===== config.mk =====
export PLATFORM = sky130hd
export DESIGN_NAME = pc_seq
export DESIGN_NICKNAME = d
export VERILOG_FILES = /design/src/rtl/pc_seq.sv
export SDC_FILE = /design/constraint.sdc
export NUM_CORES = 1
export LEC_CHECK = 0
export BUFFER_PORTS_ARGS = -buffer_cell sky130_fd_sc_hd__clkbuf_2
export CAP_MARGIN = 20
export CORE_ASPECT_RATIO = 0.5
export CORE_MARGIN = 1.5
export CORE_UTILIZATION = 40
export CTS_BUF_LIST = sky130_fd_sc_hd__clkbuf_16
export DETAILED_ROUTE_END_ITERATION = 8
export PLACE_DENSITY = 0.58
export SLEW_MARGIN = 20
export SYNTH_ARGS = -nofsm -noshare
export SYNTH_HDL_FRONTEND = slang
export SYNTH_SLANG_ARGS = --single-unit
export TNS_END_PERCENT = 20

===== constraint.sdc =====
create_clock -name clk -period 5.1 [get_ports clk]
set_input_delay 0.765 -clock clk [delete_from_list [all_inputs] [get_ports clk]]
set_output_delay 0.765 -clock clk [all_outputs]
set_load 0.005 [all_outputs]

===== src/rtl/pc_seq.sv =====
module pc_seq #(
  parameter int PC_W    = 13,
  parameter int DEPTH   = 8,
  parameter int IMPL_W  = 12,
  parameter int JMP_W   = 11,
  parameter int DATA_W  = 8,
  parameter int IRQ_VEC = 4
) (
  input  logic              clk,
  input  logic              rst_n,
  input  logic              step,
  input  logic              goto_req,
  input  logic              call_req,
  input  logic              ret_req,
  input  logic              irq_take,
  input  logic              pcl_wr,
  input  logic [JMP_W-1:0]  jmp_tgt,
  input  logic [DATA_W-1:0] pcl_data,
  input  logic [PC_W-DATA_W-1:0] hold_latch,
  output logic [PC_W-1:0]   pc_out,
  output logic [IMPL_W-1:0] fetch_addr
);
  localparam int SP_W  = $clog2(DEPTH);
  localparam int PG_W  = PC_W - JMP_W;
  localparam int PG_LO = JMP_W - DATA_W;

  logic [PC_W-1:0] pc_q, pc_d;
  logic [SP_W-1:0] sp_q;
  logic [PC_W-1:0] stk [DEPTH];

  wire [PC_W-1:0] pc_inc  = pc_q + PC_W'(1);
  wire [PC_W-1:0] jmp_pc  = {hold_latch[PG_LO +: PG_W], jmp_tgt};
  wire [SP_W-1:0] sp_top  = sp_q - SP_W'(1);
  wire            do_push = irq_take | call_req;
  wire            do_pop  = ret_req & ~irq_take & ~call_req & ~goto_req;

  always_comb begin
    pc_d = pc_q;
    if (irq_take)      pc_d = PC_W'(IRQ_VEC);
    else if (call_req) pc_d = jmp_pc;
    else if (goto_req) pc_d = jmp_pc;
    else if (ret_req)  pc_d = stk[sp_top];
    else if (pcl_wr)   pc_d = {hold_latch, pcl_data};
    else if (step)     pc_d = pc_inc;
  end

  always_ff @(posedge clk) begin
    if (!rst_n) begin
      pc_q <= '0;
      sp_q <= '0;
      for (int i = 0; i < DEPTH; i++) stk[i] <= '0;
    end else begin
      pc_q <= pc_d;
      if (do_push) begin
        stk[sp_q] <= pc_inc;
        sp_q      <= sp_q + SP_W'(1);
      end else if (do_pop) begin
        sp_q      <= sp_top;
      end
    end
  end

  assign pc_out     = pc_q;
  assign fetch_addr = pc_q[IMPL_W-1:0];
endmodule


# Word level (Yosys, flattened, before mapping)
# Memory sizes are Yosys's and may differ from the RTL's.
# Index checks and enable logic that the tools add are counted.
# totals
latch_bits,0
rom_bits,0
inputBits,32
memories,1
ramBits,104
register_bits,16
elab_cells,35
output_inout_bits,25
# classes
n_reduce_logical,5
eq_ne,0
muxes,15
div,0
order_cmp,0
bitwise_logic,8
add_sub_neg,3
n_shift,0
mul,0
# memory_table
memory,depth,word_bits,rd,rd_clocked_by_memory_dff,write_ports,line_no,rtl
stk,8,13,1,0,8,29,logic [PC_W-1:0] stk [DEPTH];
# ops
cell,n
$mux W13,6
$add A13 B1 Y13 const B,1
$reduce_or A13 Y1,1
$mux W3,4
$reduce_bool A6 Y1,1
$mux W1,5
$reduce_bool A5 Y1,1
$not A1 Y1,4
$add A3 B1 Y3 const B,1
$and A1 B1 Y1,3
$sub A3 B1 Y3 const B,1
$reduce_bool A2 Y1,1
$reduce_or A2 Y1,1
$or A1 B1 Y1,1

# Longest topological paths before layout
# depth
word_depth,7
ltp_mapped,10
depth_no_buf,7

# Least setup slack after synthesis
# Ideal clock, no wire load.
# synth_path
path_kind,register to register
from,register sp_q[0]
to,"register pc_q[1], in the netlist pc_out[1]"
path_buffers,2
t_required_ns,4.984
synth_period_minus_slack_ns,2.628
slack_ns,2.472
path_stages_with_launch,10
setup_ns,0.116
arrival_ns,2.512
path_cell_list,dfxtp_1 -> buf_2 -> buf_4 -> clkinv_1 -> ha_1 -> xor2_4 -> mux4_2 -> mux2_2 -> a21oi_1 -> nor2_1
# synth_via
elab_chain_cells,5
# synth_rtl
item,line_no,rtl
from (decl),28,logic [SP_W-1:0] sp_q;
from (signal assigned),56,sp_q <= sp_q + SP_W'(1);
from (signal assigned),58,sp_q <= sp_top;
$sub A3 B1 Y3,33,wire [SP_W-1:0] sp_top = sp_q - SP_W'(1);
$mem_v2 Z8 W13,n/a,
$mux W13,42,else if (ret_req) pc_d = stk[sp_top];
$mux W13,41,else if (goto_req) pc_d = jmp_pc;
$mux W13,40,else if (call_req) pc_d = jmp_pc;
to (signal assigned),53,pc_q <= pc_d;
to (decl),27,"logic [PC_W-1:0] pc_q, pc_d;"
# No other way between the ends.
# A chain may end at the register's enable or synchronous reset.

# Worst setup path in the final report
# Same ends and word-level chain as after synthesis.

==> Flow_metrics.wiki <==
{| class="wikitable"
! Metric !! Value
|-
| Postcts setup bufs || 0
|-
| Final setup vio count || 0
|-
| Clock latency of the later-clocked register in the worst-skew pair || 0.41 ns
|-
| Portion of the clock cycle consumed by the worst path in the final layout || 0.6609
|-
| Global placer's final weighted congestion || 0.8468
|-
| Actual transition at the worst max-transition pin || 1.119 ns
|-
| Total power consumption of the routed design || 2.689 mW
|-
| Largest stage delay, worst path || 0.82 ns
|-
| Req. time, crit path || approximately 5.4 ns
|-
| CP max FO || 26
|-
| Antenna diodes || 0
|-
| Wire length per cell after detailed routing || roughly 21 µm
|-
| Reg-to-reg endpoint || pc_out[1]
|-
| CTS H-Tree Depth || 4
|-
| Core area || 0.01389 mm²
|-
| Share of synthesized flip-flops with an asynchronous set or reset || 0
|-
| I/O Pins || 57
|-
| Synth Cell Area || 0.005846 mm²
|-
| Leakage power total || ~2.5 nW
|-
| Instance count of the mapped netlist || 502
|-
| Count of different cell masters after synthesis || 50
|-
| Flop2flop setup slack || 1.73 ns
|-
| Most used DFF post-synth || edfxtp_1
|-
| Number of global-route vias before repair || 3902
|-
| Ratio of total power to cell area || 398.0 mW/mm²
|-
| Number of hold buffers added after CTS || 0
|-
| Unrepaired setup endpoints after global routing || false
|-
| Clock-pin transition on the worst setup and hold timing paths || 0.06 ns
|-
| Number of buffer cells added on primary ports || 56
|-
| Standard-cell row count || 30
|-
| Cell-by-cell trace of the critical path || buf_4, clkinv_1, ha_1, xor2_4, mux4_2, mux2_2, a21oi_1, nor2_1
|-
| Instance count on the critical path || 8
|-
| Top post-synthesis cells by count || nor2_1, edfxtp_1, nand2_1
|-
| Max-cap viol count || 0
|-
| Cell family contributing the most delay on the critical path || multiplexers
|-
| Detailed-router iteration count before antenna repair || 5
|-
| Pin count of the biggest net entering global routing || 27
|-
| Worst Hold Path EP || pc_out[1]
|-
| Endpoint class of the critical path || register
|-
| Number of design-rule violations left by the first detailed-router iteration || roughly 550
|-
| Bufs and invs on worst path || 2
|-
| Worst reg-to-reg path cell count || 8
|-
| Type of the worst setup path || register to register
|-
| Post-DP HPWL || 10530 µm
|-
| Hold depth || 3
|-
| Clock Tree Root || clkbuf_16
|-
| Worst VDD drop || 0.0002576 V
|-
| FF-to-FF Start || sp_q[0]
|-
| Seq/Total Area, Yosys || 0.5890
|-
| First-pass GRT wire length || 24300 µm
|-
| Maximum number of buffers from clock root to sink || 2
|-
| Aggregate negative setup slack || 0 ns
|-
| Type of the most critical hold path || primary input to register
|-
| Proportion of layout cells with a drive suffix above 1 || 0.2192
|-
| Y dimension of the die || approximately 90 µm
|-
| Starting density of the core || 0.4209
|-
| Total of cells resized after clock tree synthesis || 0
|-
| Via count normalized by instance count || 5.700
|-
| Largest cells by area after synthesis || edfxtp_1, nor2_1, mux4_2
|-
| Yosys synthesis warning count || 0
|-
| Growth of design area from synthesis to finish || 15.56%
|-
| Syn_area_per_cell || 11.64 µm²
|-
| Antenna violation net count after detailed routing || 0
|-
| Total Die Area || about 0.015 mm²
|-
| Number of enable-type register cells in the synthesized netlist || 104
|-
| Final setup skew || 0.005373 ns
|-
| Post-layout min period || between 3 and 4 ns
|-
| TritonCTS clock tree || done
|-
| Total overflow reported by the global router || 0
|-
| Top-area cell type share of the netlist area || 0.5342
|-
| Routed vias || 4241
|-
| Post-synthesis net count || 537
|-
| Max Freq || 296.7 MHz
|-
| Die Wd || 174.0 µm
|-
| Global routing usage summed across all routing layers || 0.2188
|-
| Startpoint of the lowest-slack hold path || jmp_tgt[1]
|-
| Count of endpoints failing hold in the final timing report || 0
|-
| Cell taking the most area after synthesis || edfxtp_1
|-
| Final wirelength || approximately 16000 µm
|-
| DRC || 0
|-
| Worst Setup Start Kind || register
|-
| TritonCTS buffer count || 17
|-
| FF+latch count, synth || 120
|-
| Initial antenna violation count || 0
|-
| Nets || 574
|-
| Highest-delay cell along the critical path || xor2_4
|-
| Arr. time, crit path || 3.68 ns
|-
| Count of final max-slew check failures || 0
|-
| # clock sinks || between 100 and 150
|-
| Most common cell in the netlist || nor2_1
|-
| Max transition margin || 0.2490
|-
| Run status || complete, no violations
|}
[layout make-up]
class	count	area, µm²
clock inverters	15	155.1
multi-input cells	335	2162
repair buffers	60	310.3
flip-flops and latches	120	3443
well taps	192	240.2
fillers	1251	7133
clock buffers	17	425.4
inverters	5	18.77
[sequential cells by signal (all words and copies together), names as in the netlist]
register and count:
sp_q 3, pc_out 13, stk 104
[metal layers]
metal,up-vias,track usage,part of all wire
met4,0,0.06034,0.0068
met2,258,0.3058,0.40
li1,1903,-,-
met3,10,0.05799,0.11
met1,2070,0.3326,0.48
met5,-,0,0
[worst reg2reg max path, stage by stage, from the launching register on]
cell and delay, ns:
dfxtp_1 0.31, buf_4 0.34, clkinv_1 0.32, ha_1 0.38, xor2_4 0.82, mux4_2 0.62, mux2_2 0.28, a21oi_1 0.14
nor2_1 0.05
[report_power, final]
part	switching (mW)	internal [mW]	total [mW]
Sequential	0.0336	1.12	1.15
Clock	0.463	0.719	1.18
Combinational	0.223	0.130	0.353
[placed cells by master, fill, tap and decap left out, types with 6 or more instances in the layout]
cell type / count
nor2_1: 125
edfxtp_1: 104
clkbuf_2: 56
nand2_1: 50
nand3_1: 17
mux4_2: 17
clkbuf_16: 17
mux2i_1: 16
dfxtp_1: 16
a21oi_1: 14
o221ai_1: 11
a31oi_1: 8
xnor2_1: 7
xor2_1: 6
nand4_1: 6
o21ai_0: 6
[stage by stage]
step | utilization | std cells | hold slack [ns] | setup slack, ns | area (µm²)
finish | 0.4864 | 744 | 0.6091 | 1.730 | 6755
global route | 0.4864 | 744 | 0.6348 | 1.524 | 6755
CTS | 0.4864 | 744 | 0.6040 | 1.718 | 6755
detailed placement | 0.4446 | 712 | 0.6023 | 1.740 | 6175
global placement | 0.4446 | 712 | 0.6066 | 1.853 | 6175
floorplan | - | 502 | 0.5688 | 2.472 | 5846
[worst max-delay path by stage]
| stage | start | slack [ns] | endpoint |
|---|---|---|---|
| finish | sp_q[0] | 1.73 | pc_out[1] |
| global route | sp_q[0] | 1.52 | pc_out[1] |
| CTS | sp_q[0] | 1.72 | pc_out[1] |
| detailed placement | sp_q[0] | 1.74 | pc_out[1] |
| global placement | sp_q[0] | 1.85 | pc_out[1] |
| floorplan | sp_q[0] | 2.47 | pc_out[1] |
[cells by family after synthesis]
kind of cell,Yosys count,synth area share
buf+inv,47,0.04110
mux,36,0.09867
compound gates,57,0.06806
simple gates,224,0.1697
fa+ha+maj,3,0.006422
xor+xnor,15,0.02697
flops,120,0.5890
Power figures use the tool's default switching activity.
